**config.mk**
```make
export PLATFORM = sky130hd
export DESIGN_NAME = rscan_top
export DESIGN_NICKNAME = d
export VERILOG_FILES = /design/src/rtl/rscan_pkg.sv /design/src/rtl/rscan_interval.sv /design/src/rtl/rscan_ctrl.sv /design/src/rtl/rscan_results.sv /design/src/rtl/rscan_top.sv
export SDC_FILE = /design/constraint.sdc
export NUM_CORES = 1
export LEC_CHECK = 0
export BUFFER_PORTS_ARGS = -buffer_cell sky130_fd_sc_hd__clkbuf_2
export CAP_MARGIN = 0
export CORE_MARGIN = 4
export CORE_UTILIZATION = 45
export DETAILED_ROUTE_END_ITERATION = 8
export GPL_TIMING_DRIVEN = 0
export PLACE_DENSITY = 0.71
export SLEW_MARGIN = 20
export SYNTH_ARGS = -nofsm -noshare
export SYNTH_HDL_FRONTEND = slang
export SYNTH_HIERARCHICAL = 1
export SYNTH_SLANG_ARGS = --single-unit
```
**constraint.sdc**
```tcl
create_clock -name clk -period 2.3 [get_ports clk]
set_input_delay 0.345 -clock clk [delete_from_list [all_inputs] [get_ports clk]]
set_output_delay 0.345 -clock clk [all_outputs]
set_load 0.01 [all_outputs]
```
**src/rtl/rscan_pkg.sv**
```systemverilog
package rscan_pkg;
   typedef enum logic [2:0] {
      ST_IDLE,
      ST_MEAS,
      ST_GAP,
      ST_WAIT,
      ST_HALT
   } scan_state_t;

   localparam logic [1:0] IVL_ONCE = 2'd0;
endpackage

```
**src/rtl/rscan_interval.sv**
```systemverilog
module rscan_interval #(
   parameter int TICKS_SHORT = 100,
   parameter int TICKS_MID   = 1000,
   parameter int TICKS_LONG  = 10000
) (
   input  logic       clk,
   input  logic       rst_n,
   input  logic       start,
   input  logic       run,
   input  logic       tick,
   input  logic [1:0] sel,
   output logic       expire
);
   localparam int CNT_W = $clog2(TICKS_LONG + 1);

   logic [CNT_W-1:0] cnt_q;
   logic [CNT_W-1:0] limit;

   always_comb begin
      case (sel)
         2'd1:    limit = CNT_W'(TICKS_SHORT);
         2'd2:    limit = CNT_W'(TICKS_MID);
         default: limit = CNT_W'(TICKS_LONG);
      endcase
   end

   always_ff @(posedge clk or negedge rst_n) begin
      if (!rst_n)              cnt_q <= '0;
      else if (start)          cnt_q <= '0;
      else if (run && tick)    cnt_q <= cnt_q + CNT_W'(1);
   end

   assign expire = run && tick && (cnt_q == limit - CNT_W'(1));

   assert_hold_without_tick_R9: assert property (@(posedge clk) disable iff (!rst_n)
      (run && !tick && !start) |=> $stable(cnt_q));
   assert_clear_on_start_R9: assert property (@(posedge clk) disable iff (!rst_n)
      start |=> (cnt_q == '0));
endmodule

```
**src/rtl/rscan_ctrl.sv**
```systemverilog
module rscan_ctrl
   import rscan_pkg::*;
#(
   parameter int NUM_PINS = 5,
   parameter int PIN_W    = 3
) (
   input  logic                clk,
   input  logic                rst_n,
   input  logic                scan_en,
   input  logic                meas_done,
   input  logic [1:0]          ivl_sel,
   input  logic                expire,
   output logic                meas_req,
   output logic [PIN_W-1:0]    meas_pin,
   output logic [NUM_PINS-1:0] sw_off,
   output logic                wr_en,
   output logic                ivl_start,
   output logic                ivl_run
);
   localparam logic [PIN_W-1:0] LAST_PIN = PIN_W'(NUM_PINS - 1);

   scan_state_t      state_q;
   logic [PIN_W-1:0] pin_q;

   always_ff @(posedge clk or negedge rst_n) begin
      if (!rst_n) begin
         state_q <= ST_IDLE;
         pin_q   <= '0;
      end else if (!scan_en) begin
         state_q <= ST_IDLE;
         pin_q   <= '0;
      end else begin
         case (state_q)
            ST_IDLE: begin
               state_q <= ST_MEAS;
               pin_q   <= '0;
            end
            ST_MEAS: begin
               if (meas_done) begin
                  if (pin_q == LAST_PIN) begin
                     state_q <= (ivl_sel == IVL_ONCE) ? ST_HALT : ST_WAIT;
                  end else begin
                     pin_q   <= pin_q + PIN_W'(1);
                     state_q <= ST_GAP;
                  end
               end
            end
            ST_GAP:  state_q <= ST_MEAS;
            ST_WAIT: begin
               if (expire) begin
                  pin_q   <= '0;
                  state_q <= ST_MEAS;
               end
            end
            ST_HALT: state_q <= ST_HALT;
            default: state_q <= ST_IDLE;
         endcase
      end
   end

   assign meas_req  = (state_q == ST_MEAS);
   assign meas_pin  = pin_q;
   assign wr_en     = meas_req && meas_done;
   assign ivl_start = wr_en && (pin_q == LAST_PIN);
   assign ivl_run   = (state_q == ST_WAIT);

   for (genvar i = 0; i < NUM_PINS; i++) begin : g_sw
      assign sw_off[i] = meas_req && (pin_q == PIN_W'(i));
   end

   assert_single_switch_R4: assert property (@(posedge clk) disable iff (!rst_n)
      $onehot0(sw_off));
   assert_pin_in_range_R3: assert property (@(posedge clk) disable iff (!rst_n)
      meas_req |-> (meas_pin <= LAST_PIN));
   assert_release_after_done_R5: assert property (@(posedge clk) disable iff (!rst_n)
      (meas_req && meas_done) |=> (!meas_req && sw_off == '0));
   assert_abort_R10: assert property (@(posedge clk) disable iff (!rst_n)
      !scan_en |=> (!meas_req && sw_off == '0));
endmodule

```
**src/rtl/rscan_results.sv**
```systemverilog
module rscan_results #(
   parameter int NUM_PINS = 5,
   parameter int PIN_W    = 3,
   parameter int CODE_W   = 8
) (
   input  logic                       clk,
   input  logic                       rst_n,
   input  logic                       wr_en,
   input  logic [PIN_W-1:0]           wr_pin,
   input  logic [CODE_W-1:0]          code,
   input  logic [CODE_W-1:0]          thresh,
   output logic [NUM_PINS*CODE_W-1:0] res_flat,
   output logic                       irq
);
   logic below;
   assign below = (code < thresh);

   for (genvar i = 0; i < NUM_PINS; i++) begin : g_slot
      logic [CODE_W-1:0] slot_q;
      always_ff @(posedge clk or negedge rst_n) begin
         if (!rst_n)                                 slot_q <= '0;
         else if (wr_en && wr_pin == PIN_W'(i))      slot_q <= code;
      end
      assign res_flat[i*CODE_W +: CODE_W] = slot_q;

      assert_slot_write_R6: assert property (@(posedge clk) disable iff (!rst_n)
         (wr_en && wr_pin == PIN_W'(i)) |=> (slot_q == $past(code)));
   end

   always_ff @(posedge clk or negedge rst_n) begin
      if (!rst_n) irq <= 1'b0;
      else        irq <= wr_en && below;
   end

   assert_irq_on_low_R7: assert property (@(posedge clk) disable iff (!rst_n)
      (wr_en && code < thresh) |=> irq);
   assert_irq_needs_write_R7: assert property (@(posedge clk) disable iff (!rst_n)
      !wr_en |=> !irq);
endmodule

```
**src/rtl/rscan_top.sv**
```systemverilog
module rscan_top #(
   parameter int NUM_PINS    = 5,
   parameter int CODE_W      = 8,
   parameter int TICKS_SHORT = 100,
   parameter int TICKS_MID   = 1000,
   parameter int TICKS_LONG  = 10000
) (
   input  logic                       clk,
   input  logic                       rst_n,
   input  logic                       scan_en,
   input  logic [CODE_W-1:0]          thresh,
   input  logic [1:0]                 ivl_sel,
   input  logic                       tick_ms,
   input  logic                       meas_done,
   input  logic [CODE_W-1:0]          meas_code,
   output logic                       meas_req,
   output logic [$clog2(NUM_PINS)-1:0] meas_pin,
   output logic [NUM_PINS-1:0]        sw_off,
   output logic                       irq,
   output logic [NUM_PINS*CODE_W-1:0] res_flat
);
   localparam int PIN_W = $clog2(NUM_PINS);

   if (NUM_PINS < 2) begin : g_bad_pins
      $error("rscan_top: NUM_PINS must be at least 2");
   end
   if (CODE_W < 1) begin : g_bad_code
      $error("rscan_top: CODE_W must be positive");
   end
   if (TICKS_SHORT < 2 || TICKS_MID < TICKS_SHORT || TICKS_LONG < TICKS_MID) begin : g_bad_ticks
      $error("rscan_top: interval tick counts must be ascending and at least 2");
   end

   logic wr_en;
   logic ivl_start;
   logic ivl_run;
   logic expire;

   rscan_ctrl #(
      .NUM_PINS (NUM_PINS),
      .PIN_W    (PIN_W)
   ) u_ctrl (
      .clk       (clk),
      .rst_n     (rst_n),
      .scan_en   (scan_en),
      .meas_done (meas_done),
      .ivl_sel   (ivl_sel),
      .expire    (expire),
      .meas_req  (meas_req),
      .meas_pin  (meas_pin),
      .sw_off    (sw_off),
      .wr_en     (wr_en),
      .ivl_start (ivl_start),
      .ivl_run   (ivl_run)
   );

   rscan_interval #(
      .TICKS_SHORT (TICKS_SHORT),
      .TICKS_MID   (TICKS_MID),
      .TICKS_LONG  (TICKS_LONG)
   ) u_ivl (
      .clk    (clk),
      .rst_n  (rst_n),
      .start  (ivl_start),
      .run    (ivl_run),
      .tick   (tick_ms),
      .sel    (ivl_sel),
      .expire (expire)
   );

   rscan_results #(
      .NUM_PINS (NUM_PINS),
      .PIN_W    (PIN_W),
      .CODE_W   (CODE_W)
   ) u_res (
      .clk      (clk),
      .rst_n    (rst_n),
      .wr_en    (wr_en),
      .wr_pin   (meas_pin),
      .code     (meas_code),
      .thresh   (thresh),
      .res_flat (res_flat),
      .irq      (irq)
   );

   assert_halt_once_R8: assert property (@(posedge clk) disable iff (!rst_n)
      (ivl_start && ivl_sel == 2'd0 && scan_en) |=> !meas_req);
endmodule

```
==> results.yml, run 1 <==
layout:
  drive_above_1_share_pct: 45.53
  final_cells: 438
  n_antenna_cell: 0
  design_area_um2: 3929
  final_core_util_pct: 58.15
  nets: 391
  syn2layout_area_growth_pct: 25.80
setup_path:
  crit_chain: "or3b_1 > inv_2 > and4_1 > a21oi_1 > nor2_1 > nand4_1 > mux2_1"
  cp-start-kind: "flip-flop"
  crit_required_ps: 2520
  cp.arrival_ps: 2430
  r2r-start: "u_ctrl/state_q[2]$_DFFE_PN0P_"
  cp_slowest_cell: "dfrtp_2"
  cp_max_fo: 8
  cp-startpoint: "u_ctrl/state_q[2]$_DFFE_PN0P_"
  slowest_delay_ps: 450
  endpoint_kind: "flip-flop"
  critPathKind: "flip-flop to flip-flop"
logic_synthesis:
  synthTopCellsByArea: "dfrtp_1, mux2_2, ha_1, nor2_1, xnor2_1"
  synth_seq_cells: 61
  seq_area_frac_synth_pct: 48.88
  synth_area_um2: 3123
  synth_top_area_share_pct: 48.88
  synth_edf_count: 0
  synth_top_family_by_area: "simple AND/OR/NAND/NOR gates"
  synthCells: 261
  synthSimpleGateAreaFrac_pct: 18.31
  avgSynthCellArea_um2: 11.97
  synthMuxAreaShare_pct: 16.23
  synth.most_common_cell: "dfrtp_1"
  yosysUniqueCellTypes: 52
  synthArstFlopShare_pct: 100.0
  yosys-top-cells-count: "dfrtp_1, mux2_2, nor2_1, inv_1, ha_1"
  synth-compound-area-share_pct: 4.487
  synthAdderAreaFrac_pct: 6.010
  yosys_warnings: 6
  synth_xor_area_share_pct: 2.804
  synth_largest_area_cell: "dfrtp_1"
  synth_ff_type: "dfrtp_1"
  syn-num-nets: 299
drt:
  vias_per_cell: 5.322
  initialDrtViolationCount: 55
  wirelength_um: 7008
  dr_total_vias: 2331
  post-route-drc-count: 0
  wire_per_inst_um: 16.00
  drtPass1Iterations: 4
  antenna_left: 0
timing:
  worst_slew_pin_slew_ps: 594.8
  slew_headroom_pct: 60.14
  fin_crit_ps: 2211
  fin_crit_sh_pct: 96.14
  clock_skew_ps: 7.513
  rsz0062_at_grt: "false"
  setup_viol: 0
  fmax_mhz: 452.2
  tns_ps: 0
  finalHoldViolCount: 0
  finalMaxSlewViolations: 0
floorplan:
  core_um2: 6756
  rows: 30
  die_h_um: 91.31
  die_w_um: 91.31
  start_util_pct: 46.22
  ios: 73
  die-area_um2: 8337
power_and_ir_drop:
  power_frac_clock_pct: 34.1
  power.leakage_nw: 1.934
  seq_power_share_pct: 46.4
  p_per_area_nw_per_um2: 732.5
  switching_share_pct: 29.52
  p_switching_mw: 0.8495
  combPwrFrac_pct: 19.5
  irDropWorstVdd_mv: 0.5067
  p_int_mw: 2.028
clock_tree:
  cts_tree: "done"
  h-tree-depth: 3
  cts_root_buf: "clkbuf_8"
  cts_sinks: 61
  clk_latency_ps: 340
  clkTransAtPathRegs_ps: 70
  clockBufferDepth: 2
  cts_made_buffers: 9
global_routing:
  grt_max_degree: 53
  grt_pass1_wl_um: 11690
  grt_usage_pct: 17.91
  antenna_found_initial: 0
  grt_pass1_vias: 2295
  grt-ovfl-total: 0
run:
  drv_cap: 0
min_path:
  hp-start: "scan_en"
  hold_class: "input port to flip-flop"
place:
  gp_congestion: 0.8241
  placed_area_um2: 3613
  dp_cells: 414
  port_buffers: 72
  hpwl_um: 5021
run_status:
  status: "finished, final reports clean"
critical path: cells and delay by family, from the launching register on:
family	cells	cell delay, ps
AOI/OAI and AO/OA	1	70
buffers and inverters	1	90
DFF	1	450
muxes	1	330
and+or+nand+nor	4	1150
stage by stage:
| stage | setup slack (ps) | power (mW) | hold slack [ps] |
|---|---|---|---|
| 6_report | 88.79 | 2.878 | 312.1 |
| 5_1_grt | 0.04907 | 3.052 | 304.8 |
| 4_1_cts | 21.46 | 2.900 | 299.6 |
| 3_5_place_dp | -398.1 | 1.899 | 227.9 |
| 3_3_place_gp | -321.9 | 1.872 | 489.1 |
| 2_1_floorplan | 100.7 | 1.644 | 49.41 |
state kept, by name, summed over array words and instances, names as in the netlist:
signal               flops
u_ctrl/state_q           3
u_res/irq                1
u_res/g_slot.slot_q     40
u_ivl/cnt_q             14
u_ctrl/meas_pin          3
cells in the final DEF, fill, tap and decap left out, types with 2 or more instances in the layout:
cell and instances:
nor4b_4 2, or3_1 2, nor4_2 3, mux2_2 40, dfrtp_2 3, nand4_2 2
nand4_1 5, nor2_1 18, ha_1 15, clkinvlp_4 2, nor4bb_1 2, o21ai_0 3
mux2i_1 3, a21oi_1 5, xor2_1 2, a211oi_1 2, nor2b_1 4, clkbuf_8 10
nor4_4 2, buf_4 8, inv_2 3, dfrtp_1 58, clkinv_4 2, inv_1 17
nand3_1 8, and3_1 4, nand2_1 13, and2_1 3, nor3_1 3, nand4b_1 2
clkbuf_2 71, xnor2_1 8
routing by layer:
metal / up-vias / share of wire [%] / GRT usage (%)
li1: 1116 / - / -
met2: 70 / 47 / 28.02
met1: 1135 / 44 / 21.94
met4: 0 / 1.1 / 4.648
met5: - / 0 / 0
met3: 10 / 8.2 / 9.031
power by group through the flow:
| stage | combinational, mW | sequential [mW] | clock (mW) |
|---|---|---|---|
| 2_1_floorplan | 0.253 | 1.39 | 0 |
| 3_3_place_gp | 0.525 | 1.35 | 0 |
| 3_5_place_dp | 0.544 | 1.35 | 0 |
| 4_1_cts | 0.553 | 1.34 | 1.01 |
| 5_1_grt | 0.621 | 1.36 | 1.07 |
| 6_report | 0.560 | 1.34 | 0.981 |
layout make-up:
class	count	area (µm²)
Clock buffer	10	137.6
Sequential cell	61	1530
Timing Repair Buffer	81	452.9
Multi-Input combinational cell	176	1534
Tap cell	80	100.1
Buffer	4	27.53
Clock inverter	6	71.32
Inverter	20	75.07
Fill cell	571	2828
timing repair:
| item | in CTS | in global routing |
|---|---|---|
| endpoints found under the hold margin | 9 | 0 |
| buffers inserted | 1 | 6 |
| pin swaps | 1 | 6 |
| hold buffers | 1 | 0 |
| endpoints found under the setup margin | 5 | 29 |
| gates resized for setup | 5 | 5 |
final timing paths:
kind,endpoint,slack (ps),cells after the start
worst max-delay path,u_ivl/cnt_q[13]$_DFFE_PN0P_,90,7
worst min-delay path,u_ctrl/state_q[1]$_DFFE_PN0P_,310,2
worst max register to register,u_ivl/cnt_q[13]$_DFFE_PN0P_,90,7
worst min register to register,u_res/g_slot[2].slot_q[2]$_DFFE_PN0P_,510,1
max in group asynchronous,u_res/g_slot[0].slot_q[6]$_DFFE_PN0P_,1390,3
min in group asynchronous,u_ctrl/state_q[0]$_DFFE_PN0P_,410,2
cells by family after synthesis:
family / Yosys count
AO/OA/AOI/OAI: 20
XOR/XNOR: 10
adder cells (fa/ha/maj): 15
buffers and inverters: 24
flip-flops: 61
multiplexers: 45
AND/OR/NAND/NOR: 86
(Power assumes the default switching activity.)
==> run 2, diff against run 1 <==
Settings changed: CORE_UTILIZATION 45 to 48, PLACE_DENSITY 0.71 to 0.75.
==> run 2 against run 1 <==
Sequential power hardly changed. Largest cell class is now flip-flops and latches. Fmax up 2.5%. Non-clock buffer count shrank 1. Largest power group unchanged. Flip-flop and latch count unchanged.
==> results.yml, run 2 (synthesized netlist as in run 1, its figures left out) <==
setup_path:
  r2r_slack_ps: 140
  critPathKind: "flip-flop to flip-flop"
  cp-start-kind: "flip-flop"
  crit_required_ps: 2550
  endpoint_kind: "flip-flop"
  r2r_cells: 9
  cp.arrival_ps: 2410
  cp_max_fo: 8
  r2r-start: "u_ctrl/state_q[2]$_DFFE_PN0P_"
  reg2reg_to: "u_ctrl/meas_pin[1]$_DFFE_PN0P_"
power_and_ir_drop:
  p_per_area_nw_per_um2: 722.3
  irDropWorstVdd_mv: 0.6911
  power.leakage_nw: 1.925
  total_power_mw: 2.817
drt:
  drtPass1Iterations: 4
  dr_total_vias: 2353
  wire_per_inst_um: 16.13
  initialDrtViolationCount: 97
  antenna_left: 0
  vias_per_cell: 5.422
  post-route-drc-count: 0
  wirelength_um: 7001
timing:
  rsz0062_at_grt: "false"
  setup_viol: 0
  slew_headroom_pct: 62.57
  finalMaxSlewViolations: 0
  worst_slew_pin_slew_ps: 561.4
  finalHoldViolCount: 0
  clock_skew_ps: 8.079
  fmax_mhz: 463.5
  fin_crit_sh_pct: 93.80
  holdWs_ps: 313.9
  fin_crit_ps: 2157
clock_tree:
  clockBufferDepth: 2
  cts_sinks: 61
  cts_tree: "done"
  cts_root_buf: "clkbuf_8"
  h-tree-depth: 3
  clk_latency_ps: 330
  clkTransAtPathRegs_ps: 70
  cts_made_buffers: 9
layout:
  reg_top3: "u_res/g_slot.slot_q x40, u_ivl/cnt_q x14"
  n_antenna_cell: 0
  fill_cells: 536
  multi_input_area_um2: 1521
  nets: 390
  top_register: "u_res/g_slot.slot_q"
  design_area_um2: 3900
  final_cell_mix: "clkbuf_2, dfrtp_1, mux2_2, nor2_1, inv_1"
  mostFrequentLayoutCell: "clkbuf_2"
  syn2layout_area_growth_pct: 24.88
  drive_above_1_share_pct: 45.10
  final_core_util_pct: 61.42
  regArea_um2: 1530
  largest_reg_flops: 40
  final_cells: 434
place:
  gp_congestion: 0.8828
  port_buffers: 72
  hpwl_um: 5097
  placed_area_um2: 3610
  dp_cells: 411
floorplan:
  core_um2: 6350
  ios: 73
  die_w_um: 88.66
  start_util_pct: 49.18
  die-area_um2: 7861
  rows: 29
  die_h_um: 88.66
run:
  drv_cap: 0
global_routing:
  gr-max-usage-layer: "met2"
  grt_pass1_wl_um: 11830
  grtUsageMet1_pct: 25.30
  grt_pass1_vias: 2395
  antenna_found_initial: 0
  grt_max_degree: 53
  grt-ovfl-total: 0
  grt_usage_pct: 19.57
  met3_usage_pct: 7.169
  gr-usage-met2_pct: 31.11
min_path:
  whs_endpoint: "u_ctrl/state_q[1]$_DFFE_PN0P_"
  hold_path_depth: 2
  hold_class: "input port to flip-flop"
  hp-start: "scan_en"
run_status:
  status: "finished, final reports clean"
[run 2: metrics by stage]
step | TNS [ps] | setup WS [ps]
finish | 0 | 142.7
global route | 0 | 7.821
CTS | -0.1952 | -0.1952
detailed placement | -1016 | -276.1
global placement | -1233 | -320.2
floorplan | 0 | 100.7
[run 2: area by class of cell]
| type | instances | area share [%] |
|---|---|---|
| clock buffer | 10 | 3.272 |
| tap | 77 | 2.470 |
| clock inverter | 6 | 1.636 |
| inverter | 20 | 1.925 |
| buffer | 4 | 0.7058 |
| multi-input combinational | 176 | 39.01 |
| sequential | 61 | 39.24 |
| timing repair buffer | 80 | 11.74 |
[run 2: worst max-delay path by stage]
stage	slack (ps)	from	endpoint
2_1_floorplan	100	u_ctrl/state_q[2]$_DFFE_PN0P_	u_ctrl/meas_pin[0]$_DFFE_PN0P_
3_3_place_gp	-320	u_ctrl/state_q[2]$_DFFE_PN0P_	u_ctrl/meas_pin[1]$_DFFE_PN0P_
3_5_place_dp	-280	u_ctrl/state_q[2]$_DFFE_PN0P_	u_ctrl/meas_pin[1]$_DFFE_PN0P_
4_1_cts	-0.2	u_ctrl/state_q[0]$_DFFE_PN0P_	u_res/g_slot[2].slot_q[6]$_DFFE_PN0P_
5_1_grt	8	u_ctrl/state_q[2]$_DFFE_PN0P_	u_ctrl/meas_pin[1]$_DFFE_PN0P_
6_report	140	u_ctrl/state_q[2]$_DFFE_PN0P_	u_ctrl/meas_pin[1]$_DFFE_PN0P_
[run 2: worst max-delay path: stages (launching register included)]
cell and delay [ps]:
dfrtp_2 460, nand2b_4 170, nor2_4 150, nand3_2 140, nor4_2 170, nand2_1 100
a221oi_1 240, mux2_4 220, o2111a_2 240, mux2i_1 200
[run 2: repair_timing]
| item | CTS | global route |
|---|---|---|
| buffers inserted | 1 | 5 |
| gates resized for setup | 3 | 6 |
| hold endpoints to repair | 9 | 0 |
| hold buffers | 1 | 0 |
| pin swaps | 1 | 4 |
| endpoints found under the setup margin | 5 | 29 |
[run 2: where the power goes]
part / total, mW / switching, mW / internal (mW) / leakage (nW)
registers: 1.33 / 0.112 / 1.22 / 0.796
logic: 0.562 / 0.289 / 0.273 / 1.04
clock network: 0.923 / 0.424 / 0.498 / 0.0923
[run 2: metal layers]
| metal | vias to the layer above | share of wire (%) |
|---|---|---|
| li1 | 1122 | - |
| met5 | - | 0 |
| met2 | 71 | 49 |
| met3 | 9 | 7.7 |
| met1 | 1151 | 42 |
| met4 | 0 | 1.1 |
